<file path="config.mk">
export PLATFORM = sky130hd
export DESIGN_NAME = wdog_core
export DESIGN_NICKNAME = d
export VERILOG_FILES = /design/src/rtl/wdog_pkg.sv /design/src/rtl/wdog_prescale.sv /design/src/rtl/wdog_feed_seq.sv /design/src/rtl/wdog_counter.sv /design/src/rtl/wdog_core.sv
export SDC_FILE = /design/constraint.sdc
export NUM_CORES = 1
export LEC_CHECK = 0
export BUFFER_PORTS_ARGS = -buffer_cell sky130_fd_sc_hd__clkbuf_2
export CORE_MARGIN = 5
export CORE_UTILIZATION = 50
export CTS_BUF_LIST = sky130_fd_sc_hd__clkbuf_4
export DETAILED_ROUTE_END_ITERATION = 10
export GPL_TIMING_DRIVEN = 0
export HOLD_SLACK_MARGIN = 0.06
export PLACE_DENSITY = 0.8
export SYNTH_ARGS = -nofsm -noshare
export SYNTH_HDL_FRONTEND = slang
export SYNTH_SLANG_ARGS = --single-unit
</file>
<file path="constraint.sdc">
create_clock -name clk -period 2.3 [get_ports clk]
set_input_delay 0.46 -clock clk [delete_from_list [all_inputs] [get_ports clk]]
set_output_delay 0.46 -clock clk [all_outputs]
set_load 0.02 [all_outputs]
</file>
<file path="src/rtl/wdog_pkg.sv">
package wdog_pkg;
    localparam int unsigned WD_CNT_W  = 24;
    localparam int unsigned WD_DIV    = 4;
    localparam int unsigned WD_ADDR_W = 4;
    localparam int unsigned WD_DATA_W = 32;
    localparam int unsigned WD_TC_MIN = 'hFF;

    localparam logic [7:0] KEY_FIRST  = 8'hAA;
    localparam logic [7:0] KEY_SECOND = 8'h55;

    localparam int MODE_EN_BIT   = 0;
    localparam int MODE_RSEL_BIT = 1;
    localparam int MODE_TMO_BIT  = 2;

    typedef enum logic [1:0] {
        REG_MODE   = 2'd0,
        REG_RELOAD = 2'd1,
        REG_KICK   = 2'd2,
        REG_COUNT  = 2'd3
    } reg_idx_e;

    typedef enum logic {
        SEQ_IDLE = 1'b0,
        SEQ_HALF = 1'b1
    } seq_st_e;
endpackage

</file>
<file path="src/rtl/wdog_prescale.sv">
module wdog_prescale #(
    parameter int unsigned DIV = 4
) (
    input  logic clk,
    input  logic rst_n,
    input  logic run,
    input  logic clear,
    output logic tick
);
    generate
        if (DIV <= 1) begin : g_pass
            assign tick = run;
        end else begin : g_div
            localparam int unsigned PW = $clog2(DIV);
            localparam logic [PW-1:0] LAST = PW'(DIV - 1);

            typedef struct packed {
                logic [PW-1:0] phase;
            } pre_t;

            pre_t pre_d, pre_q;

            always_comb begin
                pre_d = pre_q;
                if (clear) begin
                    pre_d.phase = '0;
                end else if (run) begin
                    pre_d.phase = (pre_q.phase == LAST) ? '0 : pre_q.phase + 1'b1;
                end
            end

            always_ff @(posedge clk or negedge rst_n) begin
                if (!rst_n) pre_q <= '0;
                else        pre_q <= pre_d;
            end

            assign tick = run && !clear && (pre_q.phase == LAST);
        end
    endgenerate
endmodule

</file>
<file path="src/rtl/wdog_feed_seq.sv">
module wdog_feed_seq
    import wdog_pkg::*;
(
    input  logic       clk,
    input  logic       rst_n,
    input  logic       kick_wr,
    input  logic       other_acc,
    input  logic [7:0] kick_val,
    output logic       feed_ok,
    output logic       feed_bad
);
    typedef struct packed {
        seq_st_e st;
    } seq_t;

    seq_t seq_d, seq_q;

    always_comb begin
        seq_d    = seq_q;
        feed_ok  = 1'b0;
        feed_bad = 1'b0;
        unique case (seq_q.st)
            SEQ_IDLE: begin
                if (kick_wr && kick_val == KEY_FIRST) seq_d.st = SEQ_HALF;
            end
            SEQ_HALF: begin
                if (kick_wr) begin
                    seq_d.st = SEQ_IDLE;
                    if (kick_val == KEY_SECOND) feed_ok  = 1'b1;
                    else                        feed_bad = 1'b1;
                end else if (other_acc) begin
                    seq_d.st = SEQ_IDLE;
                    feed_bad = 1'b1;
                end
            end
            default: seq_d.st = SEQ_IDLE;
        endcase
    end

    always_ff @(posedge clk or negedge rst_n) begin
        if (!rst_n) seq_q <= '{st: SEQ_IDLE};
        else        seq_q <= seq_d;
    end
endmodule

</file>
<file path="src/rtl/wdog_counter.sv">
module wdog_counter #(
    parameter int unsigned CNT_W = 24
) (
    input  logic             clk,
    input  logic             rst_n,
    input  logic             load,
    input  logic [CNT_W-1:0] load_val,
    input  logic             run,
    input  logic             tick,
    output logic [CNT_W-1:0] cnt,
    output logic             zero
);
    typedef struct packed {
        logic [CNT_W-1:0] val;
    } cnt_t;

    cnt_t cnt_d, cnt_q;

    always_comb begin
        cnt_d = cnt_q;
        if (load) begin
            cnt_d.val = load_val;
        end else if (run && tick && cnt_q.val != '0) begin
            cnt_d.val = cnt_q.val - 1'b1;
        end
    end

    always_ff @(posedge clk or negedge rst_n) begin
        if (!rst_n) cnt_q <= '{val: '1};
        else        cnt_q <= cnt_d;
    end

    assign cnt  = cnt_q.val;
    assign zero = (cnt_q.val == '0);
endmodule

</file>
<file path="src/rtl/wdog_core.sv">
module wdog_core
    import wdog_pkg::*;
#(
    parameter int unsigned CNT_W  = WD_CNT_W,
    parameter int unsigned DIV    = WD_DIV,
    parameter int unsigned DATA_W = WD_DATA_W,
    parameter int unsigned TC_MIN = WD_TC_MIN
) (
    input  logic                 clk,
    input  logic                 rst_n,
    input  logic                 wr_en,
    input  logic                 rd_en,
    input  logic [WD_ADDR_W-1:0] addr,
    input  logic [DATA_W-1:0]    wdata,
    output logic [DATA_W-1:0]    rdata,
    output logic                 chip_rst_o
);
    localparam logic [CNT_W-1:0] FLOOR = CNT_W'(TC_MIN);

    typedef struct packed {
        logic             en;
        logic             rsel;
        logic             tmo;
        logic             armed;
        logic             chip_rst;
        logic [CNT_W-1:0] reload;
    } ctl_t;

    ctl_t ctl_d, ctl_q;

    reg_idx_e         idx;
    logic             kick_wr, other_acc, feed_ok, feed_bad;
    logic             tick, cnt_zero;
    logic [CNT_W-1:0] cnt_val;
    logic             unused_bits;

    assign idx       = reg_idx_e'(addr[3:2]);
    assign kick_wr   = wr_en && (idx == REG_KICK);
    assign other_acc = (wr_en || rd_en) && (idx != REG_KICK);
    assign unused_bits = ^{wdata[DATA_W-1:CNT_W], addr[1:0]};

    wdog_feed_seq u_seq (
        .clk      (clk),
        .rst_n    (rst_n),
        .kick_wr  (kick_wr),
        .other_acc(other_acc),
        .kick_val (wdata[7:0]),
        .feed_ok  (feed_ok),
        .feed_bad (feed_bad)
    );

    wdog_prescale #(.DIV(DIV)) u_pre (
        .clk  (clk),
        .rst_n(rst_n),
        .run  (ctl_q.armed),
        .clear(feed_ok),
        .tick (tick)
    );

    wdog_counter #(.CNT_W(CNT_W)) u_cnt (
        .clk     (clk),
        .rst_n   (rst_n),
        .load    (feed_ok),
        .load_val(ctl_q.reload),
        .run     (ctl_q.armed),
        .tick    (tick),
        .cnt     (cnt_val),
        .zero    (cnt_zero)
    );

    always_comb begin
        ctl_d = ctl_q;
        if (wr_en && idx == REG_MODE) begin
            if (ctl_q.armed) begin
                ctl_d.en   = ctl_q.en   | wdata[MODE_EN_BIT];
                ctl_d.rsel = ctl_q.rsel | wdata[MODE_RSEL_BIT];
            end else begin
                ctl_d.en   = wdata[MODE_EN_BIT];
                ctl_d.rsel = wdata[MODE_RSEL_BIT];
            end
        end
        if (wr_en && idx == REG_RELOAD) begin
            ctl_d.reload = (wdata[CNT_W-1:0] < FLOOR) ? FLOOR : wdata[CNT_W-1:0];
        end
        if (feed_ok && ctl_q.en) ctl_d.armed = 1'b1;
        if (feed_bad && ctl_q.armed && ctl_q.rsel) ctl_d.chip_rst = 1'b1;
        if (ctl_q.armed && cnt_zero) begin
            ctl_d.tmo = 1'b1;
            if (ctl_q.rsel) ctl_d.chip_rst = 1'b1;
        end
    end

    always_ff @(posedge clk or negedge rst_n) begin
        if (!rst_n) begin
            ctl_q <= '{en: 1'b0, rsel: 1'b0, tmo: 1'b0, armed: 1'b0,
                       chip_rst: 1'b0, reload: '1};
        end else begin
            ctl_q <= ctl_d;
        end
    end

    always_comb begin
        rdata = '0;
        if (rd_en) begin
            unique case (idx)
                REG_MODE: begin
                    rdata[MODE_EN_BIT]   = ctl_q.en;
                    rdata[MODE_RSEL_BIT] = ctl_q.rsel;
                    rdata[MODE_TMO_BIT]  = ctl_q.tmo;
                end
                REG_RELOAD: rdata[CNT_W-1:0] = ctl_q.reload;
                REG_COUNT:  rdata[CNT_W-1:0] = cnt_val;
                default:    rdata = '0;
            endcase
        end
    end

    assign chip_rst_o = ctl_q.chip_rst;

    logic             en_w, rsel_w, armed_w;
    logic [CNT_W-1:0] reload_w;
    assign en_w     = ctl_q.en;
    assign rsel_w   = ctl_q.rsel;
    assign armed_w  = ctl_q.armed;
    assign reload_w = ctl_q.reload;
endmodule

</file>
==> metrics.txt <==
# TYPE chip_impl_metric gauge
chip_impl_info{name="run_status",value="complete, no violations"} 1
chip_impl_metric{name="io_buffers",unit=""} 53
chip_impl_info{name="critical_path.startpoint_type",value="primary input"} 1
chip_impl_metric{name="dr.first_iter.drc_count",unit=""} 205
chip_impl_metric{name="finalMaxSlewViolations",unit=""} 0
chip_impl_metric{name="nets",unit=""} 437
chip_impl_metric{name="antenna_violating_nets_post_route",unit=""} 0
chip_impl_metric{name="cts_clk_pin_slew_worst_paths",unit="ns"} 0.16
chip_impl_metric{name="cts_buffers",unit=""} 5
chip_impl_metric{name="cts_setup_buffers",unit=""} 0
chip_impl_metric{name="p_leak",unit="nW"} 1.57
chip_impl_info{name="end_kind",value="primary output"} 1
chip_impl_metric{name="globalRouteTotalUtil",unit="%"} 18.4
chip_impl_info{name="commonest_cells_after_routing_fill_and_taps_aside",value="sky130_fd_sc_hd__nor2_1 (57), sky130_fd_sc_hd__clkbuf_2 (52), sky130_fd_sc_hd__dfstp_2 (48)"} 1
chip_impl_metric{name="ctsLongestPathBuffers",unit=""} 2
chip_impl_metric{name="cap_violations",unit=""} 0
chip_impl_metric{name="htree_num_levels",unit=""} 2
chip_impl_metric{name="worst-path-max-fanout",unit=""} 10
chip_impl_metric{name="report.final.setup_viol",unit=""} 0
chip_impl_metric{name="grt.overflow.total",unit=""} 0
chip_impl_info{name="synth_flop_cell",value="sky130_fd_sc_hd__dfstp_2"} 1
chip_impl_info{name="clock_tree.root_cell",value="sky130_fd_sc_hd__clkbuf_4"} 1
chip_impl_metric{name="grt_first_pass_wirelength",unit="um"} 12500
chip_impl_metric{name="antenna_found_initial",unit=""} 1
chip_impl_metric{name="max_clock_freq",unit="MHz"} 457
chip_impl_info{name="post-synth-top-area-cell",value="sky130_fd_sc_hd__dfstp_2"} 1
chip_impl_info{name="worst_path_max_delay_cell",value="sky130_fd_sc_hd__clkbuf_4"} 1
chip_impl_metric{name="p_per_area",unit="mW/mm^2"} 520
chip_impl_metric{name="detailroute.via_count",unit=""} 2590
chip_impl_metric{name="post_route_cells_drive_above_1_share",unit="%"} 37.2
chip_impl_metric{name="synthDominantCellAreaShare",unit="%"} 38.7
chip_impl_metric{name="ys_seq_elements",unit=""} 56
chip_impl_info{name="setup_repair_after_global_routing_missed_its_margin",value="no"} 1
chip_impl_metric{name="boundaryPins",unit=""} 73
chip_impl_metric{name="vertical_die_dimension",unit="um"} 90.7
chip_impl_metric{name="synthesis.instances",unit=""} 325
chip_impl_metric{name="floorplan.initialDensity",unit="%"} 51.3
chip_impl_metric{name="whs",unit="ns"} 0.322
chip_impl_metric{name="ys_seq_area_share",unit="%"} 44.9
chip_impl_metric{name="wire_length_per_cell",unit="um"} 15.6
chip_impl_metric{name="post_synth_num_cell_types",unit=""} 49
chip_impl_metric{name="worst_ir_drop_vdd",unit="mV"} 0.276
chip_impl_info{name="final_common_cell",value="sky130_fd_sc_hd__nor2_1"} 1
chip_impl_metric{name="worstPathRequired",unit="ns"} 1.84
chip_impl_metric{name="finalHoldViolCount",unit=""} 0
chip_impl_metric{name="tns",unit="ns"} 0
chip_impl_metric{name="gp_congestion",unit=""} 0.846
chip_impl_metric{name="first_global_vias",unit=""} 2621
chip_impl_metric{name="crit_arrival",unit="ns"} 1.73
chip_impl_metric{name="yosys_warnings",unit=""} 0
chip_impl_metric{name="instances_no_fill",unit=""} 473
chip_impl_info{name="synth.top_cells.by_area",value="sky130_fd_sc_hd__dfstp_2 (39%), sky130_fd_sc_hd__mux2i_1 (8.3%), sky130_fd_sc_hd__nor2_1 (6.6%)"} 1
chip_impl_metric{name="via_per_inst",unit=""} 5.48
chip_impl_metric{name="totalWireLength",unit="um"} 7390
chip_impl_metric{name="worst_slew_pin_tran",unit="ns"} 0.658
chip_impl_metric{name="timing.slew.headroom",unit="%"} 55.7
chip_impl_metric{name="ys_async_sr_fraction",unit="%"} 100
chip_impl_metric{name="critical_path.max_stage_delay",unit="ns"} 0.35
chip_impl_metric{name="syn2layout_area_growth",unit="%"} 14.7
chip_impl_info{name="critPathKind",value="in2out"} 1
chip_impl_metric{name="maximum_number_of_pins_on_one_net_before_global_route_repair",unit=""} 57
chip_impl_info{name="critPathMostFrequentCell",value="sky130_fd_sc_hd__clkbuf_2"} 1
chip_impl_metric{name="layout.filler_cells",unit=""} 557
chip_impl_metric{name="post_synth_instance_area",unit="mm^2"} 0.00326
chip_impl_metric{name="tritoncts_num_sinks",unit=""} 56
chip_impl_metric{name="detailedPlacementHpwl",unit="um"} 5640
chip_impl_metric{name="rows",unit=""} 29
chip_impl_metric{name="syn_area_per_cell",unit="um^2"} 10.0
chip_impl_metric{name="post_route_clock_skew",unit="ns"} 0.0115
chip_impl_metric{name="chipWidth",unit="um"} 90.7
chip_impl_metric{name="core_region_area",unit="mm^2"} 0.00635
chip_impl_info{name="cts_tree",value="yes"} 1
chip_impl_metric{name="route.detailed.drc",unit=""} 0
chip_impl_metric{name="numPlacedInstances",unit=""} 462
chip_impl_metric{name="min_period",unit="ns"} 2.19
chip_impl_metric{name="detail_route.first_pass.iterations",unit=""} 4
chip_impl_metric{name="worst_skew_pair_latency",unit="ns"} 0.37
chip_impl_metric{name="final_min_period_over_clock_period",unit="%"} 95.1
chip_impl_metric{name="floorplan.die_area",unit="mm^2"} 0.00823
chip_impl_info{name="cp_cell_sequence",value="clkbuf_2 -> clkbuf_1 -> clkbuf_4 -> mux2i_1 -> nor2_1 -> clkbuf_2"} 1
chip_impl_metric{name="r2r_setup_slack",unit="ns"} 0.15
chip_impl_metric{name="synth_enable_flop_cells",unit=""} 0
chip_impl_info{name="worst_min_path_class",value="in2reg"} 1
-- synth_stat cells (all sizes together) (5+ instances only) --
| library cell | count |
|---|---|
| nor2 | 57 |
| dfstp | 48 |
| mux2i | 27 |
| a21oi | 23 |
| mux2 | 17 |
| xnor2 | 17 |
| buf | 13 |
| nor3 | 12 |
| nor4 | 12 |
| clkbuf | 11 |
| nand2 | 10 |
| dfrtp | 8 |
| o22a | 8 |
| nand3 | 7 |
| o21ai | 6 |
| xor2 | 5 |
-- metrics by stage --
step / cell area [um^2] / power, mW / util, % / worst slack (ns)
CTS: 3700 / 1.95 / 58.3 / 0.0451
detailed placement: 3650 / 1.55 / 57.4 / -0.192
floorplan: 3280 / 1.41 / - / 0.206
global placement: 3650 / 1.54 / 57.4 / -0.198
global route: 3740 / 2.04 / 58.9 / 0.0134
finish: 3740 / 1.94 / 58.9 / 0.114
-- where the power goes --
| part | leakage, nW | internal [mW] | switching, mW |
|---|---|---|---|
| Sequential | 0.603 | 1.13 | 0.0697 |
| Combinational | 0.935 | 0.160 | 0.175 |
| Clock | 0.0324 | 0.113 | 0.295 |
| Total | 1.57 | 1.40 | 0.540 |
-- registers in the layout, summed over array words and instances, names as in the netlist --
| signal | count |
|---|---|
| ctl_q | 1 |
| rsel_w | 1 |
| reload_w | 24 |
| u_pre.g_div.pre_q | 2 |
| chip_rst_o | 1 |
| armed_w | 1 |
| u_cnt.cnt | 24 |
| en_w | 1 |
| u_seq.seq_q | 1 |
-- what timing repair did --
action / in CTS / in global routing
resized for setup: 2 / 4
hold buffers: 0 / 1
cloned: 0 / 0
endpoints found under the hold margin: 0 / 5
endpoints found under the setup margin: 20 / 18
pin swaps: 0 / 0
-- per-layer routing --
metal | vias to the layer above | global-route usage (%) | routed length (um)
li1 | 1281 | - | -
met1 | 1237 | 23.0 | 3200
met2 | 61 | 31.2 | 3700
met3 | 11 | 4.00 | 326
met4 | 0 | 6.45 | 162
met5 | - | 0 | 0
-- final timing paths --
| path | end | cells after the start | start |
|---|---|---|---|
| max in group asynchronous | u_cnt.cnt[6]$_DFFE_PN1P_ | 3 | rst_n |
| setup / recovery | rdata[3] | 6 | addr[3] |
| min in group asynchronous | en_w$_DFFE_PN0P_ | 2 | rst_n |
| hold / removal | reload_w[20]$_DFFE_PN1P_ | 2 | wdata[20] |
| setup reg to reg | u_cnt.cnt[1]$_DFFE_PN1P_ | 6 | u_cnt.cnt[19]$_DFFE_PN1P_ |
| hold reg to reg | ctl_q[26]$_DFFE_PN0P_ | 1 | ctl_q[26]$_DFFE_PN0P_ |
-- worst max-delay path, delay by kind of cell --
family                 cells  cell delay [ns]
and+or+nand+nor            1             0.06
muxes                      1             0.24
buffers and inverters      4             0.96
-- cell type report --
cell class,count,area (um^2),share of cell area [%]
tap,77,96.3,2.58
multi-input combinational,249,1690,45.1
inverter,3,11.3,0.301
buffer,24,133,3.55
timing repair buffer,55,295,7.90
sequential,56,1460,39.1
clock buffer,5,37.5,1.00
antenna,1,2.50,0.0670
clock inverter,3,13.8,0.368
-- logic make-up (layout without fill, tap and decap cells) --
logic type	Yosys count	count (layout)	synth area share (%)
compound gates	46	46	8.87
other cells	1	9	0.115
fa+ha+maj	3	3	1.15
xor+xnor	22	22	5.91
mux	44	44	14.2
flops	56	56	44.9
simple gates	126	126	20.7
buf+inv	27	90	4.19
(Power assumes the default switching activity.)
